===== config.mk =====
export PLATFORM = sky130hd
export DESIGN_NAME = pit_timer
export DESIGN_NICKNAME = d
export VERILOG_FILES = /design/src/rtl/pit_pkg.sv /design/src/rtl/pit_ctrl.sv /design/src/rtl/pit_dp.sv /design/src/rtl/pit_timer.sv
export SDC_FILE = /design/constraint.sdc
export NUM_CORES = 1
export LEC_CHECK = 0
export ABC_CLOCK_PERIOD_IN_PS = 3900
export BUFFER_PORTS_ARGS = -buffer_cell sky130_fd_sc_hd__buf_2
export CAP_MARGIN = 25
export CELL_PAD_IN_SITES_DETAIL_PLACEMENT = 0
export CELL_PAD_IN_SITES_GLOBAL_PLACEMENT = 2
export CORE_ASPECT_RATIO = 0.8
export CORE_MARGIN = 2
export CORE_UTILIZATION = 34
export CTS_CLUSTER_DIAMETER = 120
export DETAILED_ROUTE_END_ITERATION = 7
export PLACE_DENSITY = 0.83
export SETUP_SLACK_MARGIN = 0.5
export SLEW_MARGIN = 20
export SYNTH_ARGS = -nofsm -noshare
export SYNTH_HDL_FRONTEND = slang
export SYNTH_HIERARCHICAL = 1
export SYNTH_SLANG_ARGS = --single-unit

===== constraint.sdc =====
create_clock -name clk -period 3.9 [get_ports clk]
set_clock_uncertainty 0.15 [all_clocks]
set_input_delay 0.78 -clock clk [delete_from_list [all_inputs] [get_ports clk]]
set_output_delay 0.78 -clock clk [all_outputs]
set_load 0.05 [all_outputs]

===== src/rtl/pit_pkg.sv =====
package pit_pkg;

  // Strobes from control to datapath
  typedef struct packed {
    logic load;    // capture wrData, clear count
    logic clrCnt;  // restart count at expiry
    logic incCnt;  // advance count on a tick
    logic setIrq;  // delay elapsed
  } pitStrobe_t;

  // Delay length in ticks for a 3-bit code; tps = ticks per second
  function automatic int unsigned delayTicks(input logic [2:0] code,
                                             input int unsigned tps);
    case (code)
      3'd1:    delayTicks = 1;
      3'd2:    delayTicks = tps / 2;
      3'd3:    delayTicks = tps;
      3'd4:    delayTicks = 5 * tps;
      3'd5:    delayTicks = 10 * tps;
      3'd6:    delayTicks = 30 * tps;
      3'd7:    delayTicks = 60 * tps;
      default: delayTicks = 0;
    endcase
  endfunction

endpackage


===== src/rtl/pit_ctrl.sv =====
module pit_ctrl
  import pit_pkg::*;
(
  input  logic       clk,
  input  logic       rstN,
  input  logic       tickEn,
  input  logic       bankSel,
  input  logic       regWr,
  input  logic [2:0] wrCode,
  input  logic       modeRep,
  input  logic       atLast,
  output pitStrobe_t stb
);

  logic running, runNext;
  logic wrHit;

  assign wrHit = regWr & bankSel;

  always_comb begin
    stb     = '0;
    runNext = running;
    if (wrHit) begin
      stb.load = 1'b1;
      runNext  = (wrCode != 3'd0);
    end else if (tickEn && running) begin
      if (atLast) begin
        stb.setIrq = 1'b1;
        stb.clrCnt = 1'b1;
        if (!modeRep) runNext = 1'b0;
      end else begin
        stb.incCnt = 1'b1;
      end
    end
  end

  always_ff @(posedge clk or negedge rstN) begin
    if (!rstN) running <= 1'b0;
    else       running <= runNext;
  end

endmodule


===== src/rtl/pit_dp.sv =====
module pit_dp
  import pit_pkg::*;
#(
  parameter int unsigned TICKS_PER_SEC = 10
) (
  input  logic       clk,
  input  logic       rstN,
  input  pitStrobe_t stb,
  input  logic [3:0] wrData,
  input  logic       intClr,
  output logic       atLast,
  output logic       modeRep,
  output logic [3:0] rdData,
  output logic       irq
);

  localparam int unsigned MAX_TICKS = 60 * TICKS_PER_SEC;
  localparam int unsigned CNT_W     = $clog2(MAX_TICKS + 1);

  logic [3:0]       regVal;
  logic [CNT_W-1:0] count;
  logic [CNT_W-1:0] lastVal;

  assign lastVal = CNT_W'(delayTicks(regVal[2:0], TICKS_PER_SEC) - 1);
  assign atLast  = (count == lastVal);
  assign modeRep = regVal[3];
  assign rdData  = regVal;

  always_ff @(posedge clk or negedge rstN) begin
    if (!rstN) begin
      regVal <= '0;
      count  <= '0;
    end else if (stb.load) begin
      regVal <= wrData;
      count  <= '0;
    end else if (stb.clrCnt) begin
      count  <= '0;
    end else if (stb.incCnt) begin
      count  <= count + 1'b1;
    end
  end

  always_ff @(posedge clk or negedge rstN) begin
    if (!rstN)           irq <= 1'b0;
    else if (stb.setIrq) irq <= 1'b1;
    else if (intClr)     irq <= 1'b0;
  end

endmodule


===== src/rtl/pit_timer.sv =====
module pit_timer
  import pit_pkg::*;
#(
  parameter int unsigned TICKS_PER_SEC = 10
) (
  input  logic       clk,
  input  logic       rstN,
  input  logic       tickEn,
  input  logic       bankSel,
  input  logic       regWr,
  input  logic [3:0] wrData,
  input  logic       intClr,
  output logic [3:0] rdData,
  output logic       irq
);

  pitStrobe_t stb;
  logic       atLast;
  logic       modeRep;

  pit_ctrl ctrl_i (
    .clk     (clk),
    .rstN    (rstN),
    .tickEn  (tickEn),
    .bankSel (bankSel),
    .regWr   (regWr),
    .wrCode  (wrData[2:0]),
    .modeRep (modeRep),
    .atLast  (atLast),
    .stb     (stb)
  );

  pit_dp #(.TICKS_PER_SEC(TICKS_PER_SEC)) dp_i (
    .clk     (clk),
    .rstN    (rstN),
    .stb     (stb),
    .wrData  (wrData),
    .intClr  (intClr),
    .atLast  (atLast),
    .modeRep (modeRep),
    .rdData  (rdData),
    .irq     (irq)
  );

endmodule


==> run metrics, run 1 <==
TritonCTS Buffers 3; post-synthesis sequential area ratio 35.4%; pwr dens 418 mW/mm^2; delay-heaviest family, CP simple AND/OR/NAND/NOR gates; Post-Syn Area 0.00113 sq mm; Critical R2R Launch dp_i/rdData[0]; DR vias/cell 4.93; CP bufs+invs 0; Setup Viol. Count Final 0; share of flip-flops with an asynchronous set or reset 100%; worst r2r path cells 12; Reg2Reg Setup Slack 810 ps; Avg Inst Size Synth 8.85 sq um; routed len/inst 13.2 um; mux contribution to synthesized area 4.86%; syn_nets 140; Max Cap Viol 0; Yosys top cell by area dfrtp_1; Initial Utilization 36.2%; port bufs 14; # DRC 0; ANT cells 0; Detailed Place HPWL 1.74 mm; critical register-to-register path endpoint dp_i/count[5]; Slew @ Worst Pin 372 ps; Vias 907; Layout fillers 330; CP max stage cell dfrtp_2; Synth top area share 35.4%; Final min period 3090 ps; hold-fix buffer count after cts 0; first-pass GRT wire length 4.29 mm; 1st-iter DRT viols 55; Leak 0.612 nW; GRT Util Overall 14.9%; die area 0.00381 sq mm; GRT Max-Usage Layer met1; Ports 15; placed instance area 0.00120 sq mm; worst vdd ir 302 uV; crit end category register; CP Cell Sequence xor2_2 > nand2_1 > ha_2 > xor2_2 > a31oi_1 > o21ai_0 > and4b_1 > and4_1 > nor3_4 > nand4_1 > or3_1 > a21oi_1; CTS tree yes; Final nets 157; die extent in x 68.5 um; share of cells above drive strength 1 27.8%; Max H-tree Level 1; RePlAce Congestion 0.840; Synth Register Bits 16; placed insts 172; vias in the first global route 906; max-slew violations 0; clock-pin slew on the worst setup and hold paths 60 ps; min-delay worst type in2async; number of flops mapped to enable cells by yosys 0; setup_tns 0 ps; initial antenna violation count 0; critical path class reg2reg; core area 0.00313 sq mm; Critical Path Stages 12; most common cell in the netlist dfrtp_1; remaining antenna violation count after routing 0; synth unique cells 42; Synth Area in Compound Gates 14.1%; grt met1 use 22.4%; Max stage delay on crit path 460 ps; final worst-path cycle share 79.3%; Longest Clk Path Bufs 2; Post-Synth Simple-Gate Area 23.2%; CP max FO 6; Worst EP required 3930 ps; met3 Use GR 4.86%; Area Growth Syn to Fin 16.7%; worst-skew pair later-pin latency 250 ps; Max Clk Rate 323 MHz; RSZ-0062 raised after global routing false; Startpoint Class register; setup slack after layout 808 ps; Detailed Route WL 2.42 mm; Commonest cells post-synth dfrtp_1 (16), nand2_1 (12), nor2_1 (12), a21oi_1 (9), xnor2_1 (7); outcome complete, no violations; final cell count without fillers 184; Area contributors post-synth dfrtp_1 (35%), xnor2_1 (5.4%), xor2_1 (4.6%), a21oi_1 (4.0%), mux2_2 (4.0%); post-route cell area 0.00132 sq mm; largest net degree at the start of global routing 20; die height 55.6 um; area occupied by registers 404 sq um; CP most frequent cell xor2_2; Clock Sinks 16; combinational family with the most area after synthesis simple AND/OR/NAND/NOR gates; Pwr Total 0.000553 W; Synth Area in Adders 2.21%; met2 usage 20.5%; Syn Inst Count 128; Final Hold Viols 0; worst slack at placement 465 ps; top_reg_cell synth dfrtp_1; xor-xnor portion of the synthesized cell area 12.9%; CP arrival 3120 ps; Slew HR 75.2%; Rows 18; Synth Warn # 6; Remaining Overflow, GRT 0; first drt pass iteration count 4; multi-input logic area 663 sq um; Root Driver clkbuf_8
power by group:
group          internal, W  switching [W]  leakage [nW]
Combinational    0.0000885       0.000105         0.375
Clock            0.0000896      0.0000582        0.0288
Sequential        0.000182      0.0000293         0.207
worst reg2reg max path: cells and delay by family (launching register included):
family | cells | cell delay [ps]
compound gates | 3 | 420
flops | 1 | 460
simple gates | 6 | 1320
fa+ha+maj | 1 | 250
xor+xnor | 2 | 430
area by class of cell:
| type | count | share of cell area [%] |
|---|---|---|
| Clock buffer | 4 | 4.17 |
| Sequential cell | 16 | 30.6 |
| Tap cell | 40 | 3.79 |
| Timing Repair Buffer | 22 | 9.85 |
| Inverter | 5 | 1.42 |
| Multi-Input combinational cell | 97 | 50.2 |
metrics by stage:
stage | utilization, % | hold WS (ps)
5_1_grt | 42.2 | 303
3_3_place_gp | 38.2 | 307
3_5_place_dp | 38.2 | 324
4_1_cts | 41.4 | 295
2_1_floorplan | - | 334
6_report | 42.2 | 287
cells by family after synthesis:
family	count (synthesis)
multiplexers	5
flip-flops	16
XOR/XNOR	15
AND/OR/NAND/NOR	50
adder cells (fa/ha/maj)	2
buffers and inverters	15
AO/OA/AOI/OAI	25
what timing repair did:
item | in CTS | in global routing
pin swaps | 0 | 2
endpoints found under the setup margin | 2 | 5
cloned | 0 | 0
hold endpoints to repair | 0 | 0
resized for setup | 0 | 2
setup buffers | 6 | 2
routing by layer:
layer | wire length, um | share of wire, % | up-vias
met1 | 1290 | 53 | 418
met3 | 71 | 2.9 | 2
met4 | 10 | 0.41 | 0
met2 | 1050 | 43 | 14
met5 | 0 | 0 | -
li1 | - | - | 473
how the worst max path moves through the flow:
stage	start	to	slack, ps
floorplan	dp_i/rdData[2]	dp_i/count[5]	540
global placement	dp_i/rdData[1]	dp_i/count[7]	500
detailed placement	dp_i/rdData[1]	dp_i/count[7]	470
CTS	dp_i/rdData[0]	dp_i/count[7]	550
global route	dp_i/rdData[0]	dp_i/count[5]	540
finish	dp_i/rdData[0]	dp_i/count[5]	810
cell usage in the layout (no fill, tap or decap), drive strengths merged, types with 2 or more instances in the layout:
cell    synthesis  routed
buf             8      22
mux2            4       4
a21oi           9       9
dfrtp          16      16
or3             2       2
and3            5       5
nor2           12      12
o311ai          2       2
clkbuf          2       4
and3b           2       2
xor2            8       8
xnor2           7       7
nor3            3       3
nand3           3       3
or2             3       3
inv             5       5
nand2          12      12
ha              2       2
o21ai           6       6
registers in the layout (all words and copies together), names as in the netlist:
signal,flops
dp_i/irq,1
dp_i/count,10
ctrl_i/running,1
dp_i/rdData,4
No activity file was read; power rests on OpenSTA's default activity.
==> run 2, diff against run 1 <==
--- a/config.mk
+++ b/config.mk
@@ -5,7 +5,7 @@
 export SDC_FILE = /design/constraint.sdc
 export NUM_CORES = 1
 export LEC_CHECK = 0
-export ABC_CLOCK_PERIOD_IN_PS = 3900
+export ABC_CLOCK_PERIOD_IN_PS = 2850
 export BUFFER_PORTS_ARGS = -buffer_cell sky130_fd_sc_hd__buf_2
 export CAP_MARGIN = 25
 export CELL_PAD_IN_SITES_DETAIL_PLACEMENT = 0
==> constraint.sdc (replaced) <==
create_clock -name clk -period 2.85 [get_ports clk]
set_clock_uncertainty 0.15 [all_clocks]
set_input_delay 0.57 -clock clk [delete_from_list [all_inputs] [get_ports clk]]
set_output_delay 0.57 -clock clk [all_outputs]
set_load 0.05 [all_outputs]
==> run 2 against run 1 <==
Sequential share of layout area down 4.0 points. Power up 53%. Via count up 9.3%. Worst setup slack worse by 750 ps. Critical path type unchanged.
==> run metrics, run 2 (synthesis gave the netlist of run 1 again) <==
commonest non-fill, non-tap cell in the layout buf_4 (was buf_2); Detailed Route WL 2.77 mm (was 2.42 mm); Leak 0.684 nW (was 0.612 nW); Setup Viol. Count Final 0 (unchanged); DR vias/cell 5.08 (was 4.93); Ports 15 (unchanged); remaining antenna violation count after routing 0 (unchanged); Slew @ Worst Pin 442 ps (was 372 ps); worst slack at placement -2.19 ps (was 465 ps); worst vdd ir 278 uV (was 302 uV); die height 55.6 um (unchanged); Startpoint Class register (unchanged); Vias 991 (was 907); RSZ-0062 raised after global routing true (was false); commonest cells after routing, fill and taps aside buf_4 (15), buf_2 (14), dfrtp_1 (13), nor2_1 (10) (was buf_2 (14), dfrtp_1 (13), nand2_1 (12), nor2_1 (12), a21oi_1 (9)); # DRC 0 (unchanged); setup slack after layout 62.5 ps (was 808 ps); Clock Sinks 16 (unchanged); CTS tree yes (unchanged); Initial Utilization 36.2% (unchanged); first drt pass iteration count 4 (unchanged); GRT Util Overall 15.7% (was 14.9%); clock-pin slew on the worst setup and hold paths 70 ps (was 60 ps); Area Growth Syn to Fin 34.5% (was 16.7%); vias in the first global route 938 (was 906); share of cells above drive strength 1 43.9% (was 27.8%); Final nets 168 (was 157); CP Cell Sequence nand2_2 > nor2_4 > a21oi_4 > ha_4 > buf_6 > nor2b_4 > nor3_1 > a211oi_2 > a21oi_2 > and4_4 > nor3_4 > nand4_1 > buf_4 > o21ai_0 > a21oi_2 (was xor2_2 > nand2_1 > ha_2 > xor2_2 > a31oi_1 > o21ai_0 > and4b_1 > and4_1 > nor3_4 > nand4_1 > or3_1 > a21oi_1); Remaining Overflow, GRT 0 (unchanged); Rows 18 (unchanged); final cell count without fillers 195 (was 184); Max Cap Viol 0 (unchanged); Worst EP required 2830 ps (was 3930 ps); 1st-iter DRT viols 57 (was 55); Root Driver clkbuf_8 (unchanged); TritonCTS Buffers 3 (unchanged); final worst-path cycle share 97.8% (was 79.3%); crit end category register (unchanged); first-pass GRT wire length 4.47 mm (was 4.29 mm); Max Clk Rate 359 MHz (was 323 MHz); port bufs 14 (unchanged); critical path class reg2reg (unchanged); smallest hold slack 75.7 ps (was 287 ps); min-delay worst type in2async (unchanged); largest reg by FF count dp_i/count (unchanged); Final min period 2790 ps (was 3090 ps); core area 0.00313 sq mm (unchanged); ANT cells 0 (unchanged); die extent in x 68.5 um (unchanged); Detailed Place HPWL 1.83 mm (was 1.74 mm); max-slew violations 0 (unchanged); Largest register FFs 10 (unchanged); CP most frequent cell a21oi_2 (was xor2_2); worst-skew pair later-pin latency 250 ps (about the same); outcome complete, no violations (unchanged); Final Hold Viols 0 (unchanged); placed insts 178 (was 172); largest net degree at the start of global routing 17 (was 20); CP max stage cell dfrtp_2 (unchanged); Slew HR 70.2% (was 75.2%); initial antenna violation count 0 (unchanged); RePlAce Congestion 0.778 (was 0.840); Longest Clk Path Bufs 2 (unchanged); routed len/inst 14.2 um (was 13.2 um); die area 0.00381 sq mm (unchanged); Max stage delay on crit path 450 ps (was 460 ps); Max H-tree Level 1 (unchanged); CP arrival 2770 ps (was 3120 ps); pwr dens 555 mW/mm^2 (was 418 mW/mm^2); CP max FO 5 (was 6)
[run 2: area by class of cell]
cell class / instances / area [sq um]
Inverter: 5 / 18.8
Fill cell: 328 / 1610
Clock buffer: 4 / 55.1
Sequential cell: 16 / 404
Multi-Input combinational cell: 98 / 778
Tap cell: 40 / 50.0
Timing Repair Buffer: 32 / 216
[run 2: final timing paths]
check,startpoint,endpoint,slack (ps),depth (start not counted)
min reg2reg,dp_i/irq,dp_i/irq,330,1
max,dp_i/rdData[0],dp_i/count[7],60,15
min,rstN,ctrl_i/running,80,1
max in group asynchronous,rstN,dp_i/rdData[1],2190,1
max reg2reg,dp_i/rdData[0],dp_i/count[7],60,15
min in group clk,dp_i/irq,dp_i/irq,330,1
[run 2: critical path, delay by kind of cell (launching register included)]
family / cells / cell delay [ps]
AOI/OAI and AO/OA: 5 / 690
adders and majority gates: 1 / 220
buffers and inverters: 2 / 320
DFF: 1 / 450
and+or+nand+nor: 7 / 840
[run 2: what timing repair did]
item / 4_1_cts / 5_1_grt
pin swaps: 9 / 12
cloned: 1 / 0
endpoints found under the hold margin: 0 / 0
setup endpoints to repair: 12 / 12
gates resized for setup: 5 / 19
hold buffers: 0 / 0
setup buffers: 9 / 3
[run 2: routing by layer]
layer	vias to the layer above	global-route usage, %	wire [um]
li1	495	-	-
met1	487	24.2	1410
met2	7	22.4	1300
met3	2	3.64	52
met4	0	2.57	10
met5	-	0	0
[run 2: power by group]
group / internal, W / switching [W]
Combinational: 0.000172 / 0.000183
Sequential: 0.000249 / 0.0000379
Clock: 0.000123 / 0.0000802
Total: 0.000544 / 0.000301
[run 2: metrics by stage]
stage	total power [W]	util [%]	cell area (sq um)	TNS (ps)
4_1_cts	0.000810	45.2	1410	0
2_1_floorplan	0.000503	-	1190	-305
3_3_place_gp	0.000551	40.3	1260	0
6_report	0.000845	48.6	1520	0
3_5_place_dp	0.000557	40.3	1260	-2.19
5_1_grt	0.000898	48.6	1520	-324
==> run 3, diff against run 2 <==
--- a/config.mk
+++ b/config.mk
@@ -15,6 +15,7 @@
 export CORE_UTILIZATION = 34
 export CTS_CLUSTER_DIAMETER = 120
 export DETAILED_ROUTE_END_ITERATION = 7
+export MAX_ROUTING_LAYER = met4
 export PLACE_DENSITY = 0.83
 export SETUP_SLACK_MARGIN = 0.5
 export SLEW_MARGIN = 20
==> run 3 against run 2 <==
Via count down 0.61%. Combinational power about the same. Sequential cell count unchanged. Cell area unchanged. Fmax about the same. Register-to-register slack about the same. Worst setup slack worse by 2.4 ps. Largest cell class unchanged.
==> run metrics, run 3 (synthesis gave the netlist of run 1 again) <==
outcome complete, no violations (unchanged); Detailed Route WL 2.76 mm (was 2.77 mm); Critical Path End dp_i/count[7] (unchanged); die height 55.6 um (unchanged); Final Hold Viols 0 (unchanged); DR vias/cell 5.05 (was 5.08); Largest register FFs 10 (unchanged); Max Clk Rate 358 MHz (was 359 MHz); GRT Util Overall 16.1% (was 15.7%); TritonCTS Buffers 3 (unchanged); RSZ-0062 raised after global routing true (unchanged); CP Launch Point dp_i/rdData[0] (unchanged); Max H-tree Level 1 (unchanged); vias in the first global route 932 (was 938); largest reg by FF count dp_i/count (unchanged); commonest non-fill, non-tap cell in the layout buf_4 (unchanged); Root Driver clkbuf_8 (unchanged); # DRC 0 (unchanged); Startpoint Class register (unchanged); routed len/inst 14.2 um (about the same); Final min period 2790 ps (about the same); CTS tree yes (unchanged); initial antenna violation count 0 (unchanged); remaining antenna violation count after routing 0 (unchanged); Critical R2R Launch dp_i/rdData[0] (unchanged); die extent in x 68.5 um (unchanged); Final nets 168 (unchanged); Sw Pwr 0.000301 W (about the same); hold-fix buffer count after cts 0 (unchanged); share of cells above drive strength 1 43.9% (unchanged); Sequential Power Share 33.9% (was 34.0%); ANT cells 0 (unchanged); critical register-to-register path endpoint dp_i/count[7] (unchanged); setup_tns 0 ps (unchanged); Clock Sinks 16 (unchanged); final worst-path cycle share 97.9% (was 97.8%); crit end category register (unchanged); Worst EP required 2830 ps (about the same); Slew HR 70.2% (about the same); pwr dens 555 mW/mm^2 (about the same); worst-skew pair later-pin latency 250 ps (about the same); Area Growth Syn to Fin 34.5% (unchanged); critical path class reg2reg (unchanged); core area 0.00313 sq mm (unchanged); internal cell power 0.000544 W (about the same); RePlAce Congestion 0.789 (was 0.778); die area 0.00381 sq mm (unchanged); CP max FO 5 (unchanged); worst r2r path cells 15 (unchanged); Remaining Overflow, GRT 0 (unchanged); Leak 0.684 nW (unchanged); Rows 18 (unchanged); Detailed Place HPWL 1.83 mm (unchanged); first drt pass iteration count 4 (unchanged); Vias 985 (was 991); Max Cap Viol 0 (unchanged); port bufs 14 (unchanged); min-delay worst type in2async (unchanged); Longest Clk Path Bufs 2 (unchanged); first-pass GRT wire length 4.49 mm (was 4.47 mm); max-slew violations 0 (unchanged); largest net degree at the start of global routing 17 (unchanged); 1st-iter DRT viols 51 (was 57); worst vdd ir 278 uV (about the same); clock-pin slew on the worst setup and hold paths 70 ps (about the same); commonest cells after routing, fill and taps aside buf_4 (15), buf_2 (14), dfrtp_1 (13), nor2_1 (10) (unchanged); Slew @ Worst Pin 441 ps (was 442 ps); Sw Share 35.6% (about the same); Clock power frac 24.0% (about the same); CP arrival 2770 ps (about the same); combinational group share of total power 42.1% (was 42.0%); Ports 15 (unchanged); Initial Utilization 36.2% (unchanged); Reg2Reg Setup Slack 60 ps (about the same); final core occ 48.6% (unchanged); Setup Viol. Count Final 0 (unchanged)
run 3: cell counts in the layout (fill, tap and decap cells not counted):
Identical to the previous run, type by type.
run 3: worst min-delay path by stage:
stage	startpoint	endpoint	slack [ps]
after global routing	rstN	ctrl_i/running	90
after detailed placement	dp_i/irq	dp_i/irq	320
after global placement	dp_i/irq	dp_i/irq	310
after CTS	rstN	dp_i/irq	90
after floorplan	rstN	ctrl_i/running	120
final	rstN	ctrl_i/running	80
run 3: final cells by class:
cell class | instances | area [sq um]
clock buffers | 4 | 55.1
fillers | 328 | 1610
inverters | 5 | 18.8
multi-input cells | 98 | 778
flip-flops and latches | 16 | 404
well taps | 40 | 50.0
repair buffers | 32 | 216
run 3: critical path: stages, from the launching register on:
cell and delay (ps):
dfrtp_2 450, nand2_2 110, nor2_4 50, a21oi_4 140, ha_4 220, buf_6 120, nor2b_4 120, nor3_1 50
a211oi_2 200, a21oi_2 60, and4_4 190, nor3_4 120, nand4_1 200, buf_4 200, o21ai_0 210, a21oi_2 80
run 3: layer usage:
| layer | wire [um] | share of wire [%] | track usage (%) | up-vias |
|---|---|---|---|---|
| met3 | 64 | 2.3 | 3.64 | 2 |
| met2 | 1300 | 47 | 22.3 | 9 |
| met4 | 10 | 0.36 | 2.57 | 0 |
| li1 | - | - | - | 494 |
| met1 | 1390 | 50 | 24.5 | 480 |
| met5 | 0 | 0 | - | - |
run 3: power groups by stage:
stage / logic (W) / clock network, W / registers, W
floorplan: 0.000201 / 0 / 0.000302
global placement: 0.000265 / 0 / 0.000286
detailed placement: 0.000269 / 0 / 0.000288
CTS: 0.000321 / 0.000207 / 0.000282
global route: 0.000387 / 0.000221 / 0.000290
finish: 0.000356 / 0.000203 / 0.000287
run 3: through the flow:
step	instances	total power, W	hold WS, ps	setup WS [ps]	area (sq um)
3_5_place_dp	178	0.000557	319	-2.19	1260
5_1_grt	195	0.000898	89.1	-103	1520
4_1_cts	192	0.000810	85.8	63.5	1410
3_3_place_gp	178	0.000551	312	50.7	1260
6_report	195	0.000845	76.2	60.1	1520
2_1_floorplan	128	0.000503	124	-113	1190
run 3: repair_timing:
item	in CTS	in global routing
endpoints found under the setup margin	12	12
pin swaps	9	12
buffers inserted	9	3
cloned	1	0
resized for setup	5	19
